### src/rtl/adc_pkg.sv
package adc_pkg;
  localparam int ADC_BITS = 10;

  typedef enum logic [2:0] {
    ST_IDLE,
    ST_HOLD,
    ST_SAMPLE,
    ST_CONV,
    ST_HALT
  } adc_state_e;

  // Conversion clock period in system clocks; code 3 falls back to the slowest ratio.
  function automatic logic [5:0] div_ratio(input logic [1:0] code);
    case (code)
      2'b00:   div_ratio = 6'd2;
      2'b01:   div_ratio = 6'd8;
      default: div_ratio = 6'd32;
    endcase
  endfunction

  function automatic logic [7:0] res_high(input logic [ADC_BITS-1:0] r);
    res_high = r[ADC_BITS-1 -: 8];
  endfunction

  function automatic logic [7:0] res_low(input logic [ADC_BITS-1:0] r);
    res_low = {r[ADC_BITS-9:0], {(16-ADC_BITS){1'b0}}};
  endfunction
endpackage

### src/rtl/adc_clk_div.sv
module adc_clk_div #(
  parameter int CNT_W = 6
) (
  input  logic       clk,
  input  logic       rst_n,
  input  logic       clear,
  input  logic [1:0] sel,
  output logic       tick
);
  import adc_pkg::*;

  logic [CNT_W-1:0] cnt_q;
  logic [CNT_W-1:0] last;

  always_comb begin
    last = CNT_W'(div_ratio(sel) - 6'd1);
    tick = (cnt_q == last);
  end

  always_ff @(posedge clk or negedge rst_n) begin
    if (!rst_n)           cnt_q <= '0;
    else if (clear)       cnt_q <= '0;
    else if (cnt_q >= last) cnt_q <= '0;
    else                  cnt_q <= cnt_q + 1'b1;
  end
endmodule

### src/rtl/adc_sar_engine.sv
module adc_sar_engine #(
  parameter int BITS = 10
) (
  input  logic            clk,
  input  logic            rst_n,
  input  logic            start_rise,
  input  logic            start_fall,
  input  logic            cfg_change,
  input  logic            tick,
  input  logic            cmp_in,
  output logic            busy,
  output logic            done_pulse,
  output logic [BITS-1:0] dac_code,
  output logic [BITS-1:0] result
);
  import adc_pkg::*;

  localparam int IDX_W = $clog2(BITS);

  adc_state_e      state_q;
  logic [BITS-1:0] sar_q;
  logic [IDX_W-1:0] idx_q;
  logic [BITS-1:0] cur_bit;
  logic [BITS-1:0] next_bit;
  logic [BITS-1:0] sar_kept;
  logic            last_trial;

  always_comb begin
    cur_bit    = {{(BITS-1){1'b0}}, 1'b1} << idx_q;
    next_bit   = (idx_q == '0) ? '0 : ({{(BITS-1){1'b0}}, 1'b1} << (idx_q - 1'b1));
    sar_kept   = cmp_in ? sar_q : (sar_q & ~cur_bit);
    last_trial = (idx_q == '0);
    busy       = (state_q != ST_IDLE);
    dac_code   = sar_q;
    done_pulse = (state_q == ST_CONV) && tick && last_trial && !cfg_change && !start_rise;
  end

  always_ff @(posedge clk or negedge rst_n) begin
    if (!rst_n) begin
      state_q <= ST_IDLE;
      sar_q   <= '0;
      idx_q   <= '0;
      result  <= '0;
    end else if (start_rise) begin
      state_q <= ST_HOLD;
      sar_q   <= '0;
    end else begin
      case (state_q)
        ST_HOLD: if (start_fall) begin
          state_q <= ST_SAMPLE;
          sar_q   <= '0;
        end
        ST_SAMPLE: begin
          if (cfg_change) state_q <= ST_HALT;
          else if (tick) begin
            state_q <= ST_CONV;
            sar_q   <= {1'b1, {(BITS-1){1'b0}}};
            idx_q   <= IDX_W'(BITS-1);
          end
        end
        ST_CONV: begin
          if (cfg_change) state_q <= ST_HALT;
          else if (tick) begin
            if (last_trial) begin
              result  <= sar_kept;
              sar_q   <= sar_kept;
              state_q <= ST_IDLE;
            end else begin
              sar_q <= sar_kept | next_bit;
              idx_q <= idx_q - 1'b1;
            end
          end
        end
        default: ;
      endcase
    end
  end
endmodule

### src/rtl/adc_seq_ctrl.sv
module adc_seq_ctrl #(
  parameter int ADDR_W = 3
) (
  input  logic                        clk,
  input  logic                        rst_n,
  input  logic                        wr_en,
  input  logic [ADDR_W-1:0]           wr_addr,
  input  logic [7:0]                  wr_data,
  input  logic [ADDR_W-1:0]           rd_addr,
  output logic [7:0]                  rd_data,
  input  logic                        cmp_in,
  output logic [adc_pkg::ADC_BITS-1:0] dac_code,
  output logic                        irq_o
);
  import adc_pkg::*;

  localparam logic [ADDR_W-1:0] A_CTRL = ADDR_W'(0);
  localparam logic [ADDR_W-1:0] A_CSEL = ADDR_W'(1);
  localparam logic [ADDR_W-1:0] A_RHI  = ADDR_W'(2);
  localparam logic [ADDR_W-1:0] A_RLO  = ADDR_W'(3);
  localparam logic [ADDR_W-1:0] A_IRQ  = ADDR_W'(4);

  logic [5:0] cfg_q;
  logic       start_q;
  logic [1:0] csel_q;
  logic       test_q;
  logic       irq_flag_q;
  logic       irq_en_q;

  // Named internal events, also observed by the bound checker.
  logic ctrl_wr, irq_wr, start_rise, start_fall, cfg_change, flag_clr;
  logic conv_tick, conv_done, busy;
  logic [ADC_BITS-1:0] result;

  always_comb begin
    ctrl_wr    = wr_en && (wr_addr == A_CTRL);
    irq_wr     = wr_en && (wr_addr == A_IRQ);
    start_rise = ctrl_wr && wr_data[7] && !start_q;
    start_fall = ctrl_wr && !wr_data[7] && start_q;
    cfg_change = ctrl_wr && (wr_data[5:0] != cfg_q);
    flag_clr   = irq_wr && !wr_data[0];
  end

  adc_clk_div #(.CNT_W(6)) u_div (
    .clk   (clk),
    .rst_n (rst_n),
    .clear (start_fall),
    .sel   (csel_q),
    .tick  (conv_tick)
  );

  adc_sar_engine #(.BITS(ADC_BITS)) u_sar (
    .clk        (clk),
    .rst_n      (rst_n),
    .start_rise (start_rise),
    .start_fall (start_fall),
    .cfg_change (cfg_change),
    .tick       (conv_tick),
    .cmp_in     (cmp_in),
    .busy       (busy),
    .done_pulse (conv_done),
    .dac_code   (dac_code),
    .result     (result)
  );

  always_ff @(posedge clk or negedge rst_n) begin
    if (!rst_n) begin
      cfg_q      <= '0;
      start_q    <= 1'b0;
      csel_q     <= '0;
      test_q     <= 1'b0;
      irq_flag_q <= 1'b0;
      irq_en_q   <= 1'b0;
    end else begin
      if (ctrl_wr) begin
        cfg_q   <= wr_data[5:0];
        start_q <= wr_data[7];
      end
      if (wr_en && wr_addr == A_CSEL) begin
        csel_q <= wr_data[1:0];
        test_q <= wr_data[7];
      end
      if (irq_wr) irq_en_q <= wr_data[1];
      if (conv_done)     irq_flag_q <= 1'b1;
      else if (flag_clr) irq_flag_q <= 1'b0;
    end
  end

  assign irq_o = irq_flag_q && irq_en_q;

  always_comb begin
    case (rd_addr)
      A_CTRL:  rd_data = {start_q, busy, cfg_q};
      A_CSEL:  rd_data = {test_q, 5'b0, csel_q};
      A_RHI:   rd_data = res_high(result);
      A_RLO:   rd_data = res_low(result);
      A_IRQ:   rd_data = {6'b0, irq_en_q, irq_flag_q};
      default: rd_data = 8'h00;
    endcase
  end
endmodule

### config.mk
export PLATFORM = sky130hd
export DESIGN_NAME = adc_seq_ctrl
export DESIGN_NICKNAME = d
export VERILOG_FILES = /design/src/rtl/adc_pkg.sv /design/src/rtl/adc_clk_div.sv /design/src/rtl/adc_sar_engine.sv /design/src/rtl/adc_seq_ctrl.sv
export SDC_FILE = /design/constraint.sdc
export NUM_CORES = 1
export LEC_CHECK = 0
export BUFFER_PORTS_ARGS = -buffer_cell sky130_fd_sc_hd__buf_2
export CAP_MARGIN = 0
export CORE_MARGIN = 4
export CORE_UTILIZATION = 40
export CTS_CLUSTER_SIZE = 30
export DETAILED_ROUTE_END_ITERATION = 8
export GPL_ROUTABILITY_DRIVEN = 0
export PLACE_DENSITY = 0.69
export SYNTH_ARGS = -nofsm -noshare
export SYNTH_HDL_FRONTEND = slang
export SYNTH_HIERARCHICAL = 1
export SYNTH_SLANG_ARGS = --single-unit
### constraint.sdc
create_clock -name clk -period 3.5 [get_ports clk]
set_clock_uncertainty 0.1 [all_clocks]
set_input_delay 0.525 -clock clk [delete_from_list [all_inputs] [get_ports clk]]
set_output_delay 0.525 -clock clk [all_outputs]
set_load 0.005 [all_outputs]
==> flow_metrics.env, run 1 <==
export IMPL_start_util=0.410
export IMPL_power_density_nw_per_um2=439
export IMPL_slew_viol_final=0
export IMPL_clockRootBuffer="clkbuf_8"
export IMPL_synth_edf_count=0
export IMPL_vias_per_cell=5.54
export IMPL_wl_mm=6.23
export IMPL_rsz0062_at_grt="no"
export IMPL_coreArea_um2=6790
export IMPL_synth_simple_gate_area_frac=0.204
export IMPL_dpl_cell_count=400
export IMPL_setup_worst_path_end="u_sar/result[1]$_DFFE_PN0P_"
export IMPL_rr_endpoint="u_sar/result[1]$_DFFE_PN0P_"
export IMPL_syn_area_per_cell_um2=9.99
export IMPL_path_class="register to register"
export IMPL_max_slew_worst_pin_slew_ns=0.997
export IMPL_grt_pass1_vias=2243
export IMPL_placed_area_um2=3040
export IMPL_fin_total_pwr_uw=1370
export IMPL_drv_cap=0
export IMPL_synthAdderAreaFrac=0.0404
export IMPL_cts_resized=0
export IMPL_rrSetupSlack_ns=0.79
export IMPL_syn_num_nets=306
export IMPL_synthCells=279
export IMPL_hold_class="primary input to async pin"
export IMPL_start_kind="register"
export IMPL_dr_first_iter_drc_count=100
export IMPL_antenna_cells=0
export IMPL_drc=0
export IMPL_setup_tns_ns=0
export IMPL_fin_util=0.460
export IMPL_layout_cells_non_filler=408
export IMPL_cp_startpoint="csel_q[1]$_DFFE_PN0P_"
export IMPL_hold_viol=0
export IMPL_reg2regPathDepth=10
export IMPL_ys_seq_area_frac=0.404
export IMPL_worstSkewPairLatency_ns=0.30
export IMPL_synth_top_family_by_area="simple AND/OR/NAND/NOR gates"
export IMPL_grt_usage=0.155
export IMPL_critPathMaxFanout=12
export IMPL_dr_pass1_iters=4
export IMPL_setup_violations_final=0
export IMPL_die_w_um=91.5
export IMPL_fmax_mhz=368
export IMPL_async_flop_share=1.00
export IMPL_grt_pass1_wl_mm=10.7
export IMPL_wl_per_cell_um=15.3
export IMPL_fin_area_um2=3120
export IMPL_ios=37
export IMPL_maxSlewHeadroom=0.336
export IMPL_die_h_um=91.5
export IMPL_status="finished, final reports clean"
export IMPL_synth_cell_types=65
export IMPL_cts_tree="done"
export IMPL_syn_area_um2=2790
export IMPL_clk_pin_slew_ns=0.08
export IMPL_h_tree_depth=2
export IMPL_holdBufCountCts=0
export IMPL_synth_compound_area_frac=0.195
export IMPL_drive_above_1_share=0.231
export IMPL_ys_ff_latch=45
export IMPL_p_leak_uw=0.00133
export IMPL_synth_xor_area_frac=0.0314
export IMPL_yosysTopAreaCellShare=0.404
export IMPL_cp_arrival_ns=2.79
export IMPL_clock_path_buffers=2
export IMPL_die_area_um2=8370
export IMPL_critPathCaptureType="register"
export IMPL_yosys_warnings=6
export IMPL_cp_required_ns=3.57
export IMPL_fin_nets=338
export IMPL_period_needed_ns=2.71
export IMPL_period_share=0.776
export IMPL_ir_drop_mv=0.167
export IMPL_synth_mux_area_frac=0.0893
export IMPL_port_buffers=35
export IMPL_synth_largest_area_cell="dfrtp_1"
export IMPL_synthFlopType="dfrtp_1"
export IMPL_cts_sinks=45
export IMPL_vias=2260
export IMPL_antenna_found_initial=0
export IMPL_synth_area_leaders="dfrtp_1 40%, mux2_2 5.3%, o21ai_0 5.0%"
export IMPL_reg2reg_from="csel_q[1]$_DFFE_PN0P_"
export IMPL_num_rows=30
export IMPL_area_growth_pct=12.0
export IMPL_grt_max_degree=46
export IMPL_numCtsBuffers=5
export IMPL_overflow=0
export IMPL_ant_nets=0
export IMPL_dp_hpwl_mm=4.64
export IMPL_postCtsSetupRepairBufs=0
state kept, by name, summed over array words and instances (netlist names):
register        cells
u_sar/dac_code     10
u_sar/result       10
cfg_q               6
u_div/cnt_q         6
u_sar/idx_q         4
u_sar/state_q       3
csel_q              2
irq_en_q            1
irq_flag_q          1
start_q             1
test_q              1
placed cells by master, fill, tap and decap left out, types with 5 or more instances in the layout:
cell      netlist  routed
o21ai_0        28      28
ha_1            9       9
nand3_1         7       7
a22o_1          7       7
nand2b_1        5       5
mux2_2         13      13
dfrtp_1        45      45
nor3_1         10      10
a21oi_1         6       6
inv_1          10      10
xor2_1          5       5
nand2_1        24      24
nor2_1         14      14
nand4_1         5       5
clkbuf_8        0       5
buf_2           7      35
xnor2_1         5       5
mux2i_1         8       8
final cells by class:
cell class	count	area, um2
inverter	10	37.5
clock buffer	6	72.6
timing repair buffer	37	190
multi-input combinational	212	1570
fill	651	3670
sequential	45	1130
clock inverter	2	10.0
tap	96	120
critical path, cell delays in order (launching register included):
cell and delay [ns]:
dfrtp_1 0.49, inv_1 0.07, ha_1 0.30, nand3_1 0.16
a21oi_1 0.15, and3_1 0.24, and4bb_4 0.30, nand4_1 0.31
buf_4 0.30, nand2_1 0.07, o21ai_0 0.08
cells in the mapped netlist (all sizes together), types with 5 or more instances:
| cell type | count |
|---|---|
| dfrtp | 45 |
| a21oi | 6 |
| nor3 | 10 |
| o21ai | 28 |
| xor2 | 5 |
| nand4 | 5 |
| nand2b | 5 |
| nand2 | 24 |
| mux2 | 13 |
| a22o | 7 |
| buf | 9 |
| mux2i | 8 |
| xnor2 | 5 |
| nor2 | 14 |
| ha | 9 |
| inv | 10 |
| nand3 | 8 |
worst min path at each step:
stage	start	end	cells past startpoint
2_1_floorplan	rst_n	cfg_q[0]$_DFFE_PN0P_	0
3_3_place_gp	u_sar/result[0]$_DFFE_PN0P_	u_sar/result[0]$_DFFE_PN0P_	2
3_5_place_dp	u_sar/result[0]$_DFFE_PN0P_	u_sar/result[0]$_DFFE_PN0P_	2
4_1_cts	rst_n	u_sar/dac_code[1]$_DFFE_PN0P_	1
5_1_grt	rst_n	u_sar/dac_code[1]$_DFFE_PN0P_	1
6_report	rst_n	u_sar/dac_code[3]$_DFFE_PN0P_	1
per-layer routing:
metal / track usage / share of wire / wire, um
met1: 0.207 / 0.46 / 2850
met2: 0.250 / 0.48 / 3000
met3: 0.0290 / 0.043 / 266
met4: 0.0565 / 0.018 / 109
met5: 0 / 0 / 0
per-stage QoR:
step           hold slack [ns]  worst slack [ns]
2_1_floorplan            0.129              1.13
3_3_place_gp             0.366             0.832
3_5_place_dp             0.368             0.797
4_1_cts                  0.330             0.763
5_1_grt                  0.369             0.505
6_report                 0.297             0.785
power breakdown:
group	internal, uW	leakage, uW	switching (uW)
logic	169	0.000698	174
clock network	139	0.0000450	176
registers	592	0.000592	121
total	900	0.00133	470
cell families after synthesis:
kind of cell    after synthesis
xor+xnor                     10
compound gates               75
simple gates                 95
fa+ha+maj                     9
other cells                   1
flops                        45
mux                          22
buf+inv                      22
(Power assumes the default switching activity.)
==> run 2: changes to the inputs <==
- PLACE_DENSITY: 0.69 -> 0.71
- clock period: 3.5 -> 2.4 ns (I/O delays scaled with it)
==> flow_metrics.env, run 2 (synthesis gave the netlist of run 1 again) <==
export IMPL_critPathMaxFanout=7
export IMPL_crit_slowest_cell="or4_4"
export IMPL_fin_area_um2=3350
export IMPL_reg2regPathDepth=9
export IMPL_cp_cell_sequence="inv_2 > ha_4 > nand3_4 > a21oi_2 > and3_4 > and4bb_4 > nand3_4 > or4_4 > o211ai_1"
export IMPL_dp_hpwl_mm=4.71
export IMPL_reg2reg_from="csel_q[1]$_DFFE_PN0P_"
export IMPL_slew_viol_final=0
export IMPL_most_common_layout_cells="44 x dfrtp_1, 35 x buf_2, 27 x o21ai_0"
export IMPL_ios=37
export IMPL_port_buffers=35
export IMPL_overflow=0
export IMPL_crit_top_cell="nand3_4"
export IMPL_crit_family="simple AND/OR/NAND/NOR gates"
export IMPL_crit_buf_inv=1
export IMPL_holdWs_ns=0.206
export IMPL_placed_area_um2=3120
export IMPL_cts_tree="done"
export IMPL_drv_cap=0
export IMPL_area_growth_pct=20.2
export IMPL_cp_required_ns=2.53
export IMPL_grt_max_degree=22
export IMPL_grt_usage=0.161
export IMPL_critPathCaptureType="register"
export IMPL_maxSlewHeadroom=0.640
export IMPL_clockRootBuffer="clkbuf_8"
export IMPL_vias_per_cell=5.55
export IMPL_rsz0062_at_grt="yes"
export IMPL_wl_per_cell_um=15.6
export IMPL_max_stage_delay_ns=0.48
export IMPL_coreArea_um2=6790
export IMPL_dr_first_iter_drc_count=97
export IMPL_power_density_nw_per_um2=710
export IMPL_setup_violations_final=0
export IMPL_clk_pin_slew_ns=0.09
export IMPL_grt_pass1_wl_mm=11.2
export IMPL_period_share=0.959
export IMPL_hold_class="primary input to register"
export IMPL_die_h_um=91.5
export IMPL_drc=0
export IMPL_dr_pass1_iters=4
export IMPL_ant_nets=0
export IMPL_h_tree_depth=2
export IMPL_mostFrequentLayoutCell="dfrtp_1"
export IMPL_layout_cells_non_filler=421
export IMPL_grt_pass1_vias=2360
export IMPL_status="finished, final reports clean"
export IMPL_ir_drop_mv=0.305
export IMPL_max_slew_worst_pin_slew_ns=0.539
export IMPL_fin_nets=351
export IMPL_die_w_um=91.5
export IMPL_die_area_um2=8370
export IMPL_cp_depth=9
export IMPL_start_kind="register"
export IMPL_cp_arrival_ns=2.43
export IMPL_fmax_mhz=435
export IMPL_hold_start="wr_data[5]"
export IMPL_dpl_cell_count=410
export IMPL_hold_viol=0
export IMPL_start_util=0.410
export IMPL_p_leak_uw=0.00143
export IMPL_vias=2338
export IMPL_antenna_found_initial=0
export IMPL_path_class="register to register"
export IMPL_wl_mm=6.59
export IMPL_holdPathEnd="cfg_q[5]$_DFFE_PN0P_"
export IMPL_rrSetupSlack_ns=0.1
export IMPL_drive_above_1_share=0.298
export IMPL_antenna_cells=0
export IMPL_clock_path_buffers=2
export IMPL_num_rows=30
export IMPL_fin_util=0.493
export IMPL_worstSkewPairLatency_ns=0.31
export IMPL_cts_sinks=45
export IMPL_numCtsBuffers=5
export IMPL_rr_endpoint="u_sar/dac_code[3]$_DFFE_PN0P_"
export IMPL_holdPathStages=2
export IMPL_period_needed_ns=2.30
-- run 2: worst reg2reg max path: stages (launching register included) --
cell and delay [ns]:
dfrtp_2 0.46, inv_2 0.06, ha_4 0.28, nand3_4 0.08
a21oi_2 0.11, and3_4 0.20, and4bb_4 0.28, nand3_4 0.09
or4_4 0.48, o211ai_1 0.09
-- run 2: final cells by class --
type,count,area (um2)
Timing Repair Buffer,50,290
Clock inverter,3,68.8
Tap cell,96,120
Clock buffer,5,68.8
Sequential cell,45,1130
Fill cell,633,3440
Multi-Input combinational cell,212,1640
Inverter,10,37.5
-- run 2: per-stage QoR --
stage | setup TNS (ns) | power, uW | setup slack [ns]
2_1_floorplan | 0 | 1420 | 0.0350
3_3_place_gp | 0 | 1580 | 0.0433
3_5_place_dp | 0 | 1600 | 0.00856
4_1_cts | 0 | 2330 | 0.00345
5_1_grt | -0.0267 | 2530 | -0.0267
6_report | 0 | 2380 | 0.0991
-- run 2: layer usage --
| layer | part of all wire | GRT usage | vias up |
|---|---|---|---|
| met3 | 0.033 | 0.0282 | 15 |
| li1 | - | - | 1131 |
| met2 | 0.49 | 0.261 | 40 |
| met4 | 0.020 | 0.0565 | 0 |
| met5 | 0 | 0 | - |
| met1 | 0.45 | 0.216 | 1152 |
-- run 2: repair_timing --
action	CTS	global route
setup buffers	1	1
resized for setup	4	11
setup endpoints to repair	1	22
pin swaps	1	7
hold buffers	1	0
cloned	0	0
endpoints found under the hold margin	19	0
-- run 2: report_power, final --
group          total [uW]  internal [uW]  switching (uW)
Combinational         630            315             315
Clock                 707            419             288
Sequential           1040            864             177
Total                2380           1600             780
-- run 2: how the worst max path moves through the flow --
stage                               start                       endpoint
floorplan           csel_q[1]$_DFFE_PN0P_  u_sar/dac_code[3]$_DFFE_PN0P_
global placement    csel_q[1]$_DFFE_PN0P_  u_sar/dac_code[3]$_DFFE_PN0P_
detailed placement  csel_q[1]$_DFFE_PN0P_  u_sar/dac_code[3]$_DFFE_PN0P_
CTS                 csel_q[1]$_DFFE_PN0P_  u_sar/dac_code[3]$_DFFE_PN0P_
global route        csel_q[1]$_DFFE_PN0P_  u_sar/dac_code[3]$_DFFE_PN0P_
finish              csel_q[1]$_DFFE_PN0P_  u_sar/dac_code[3]$_DFFE_PN0P_
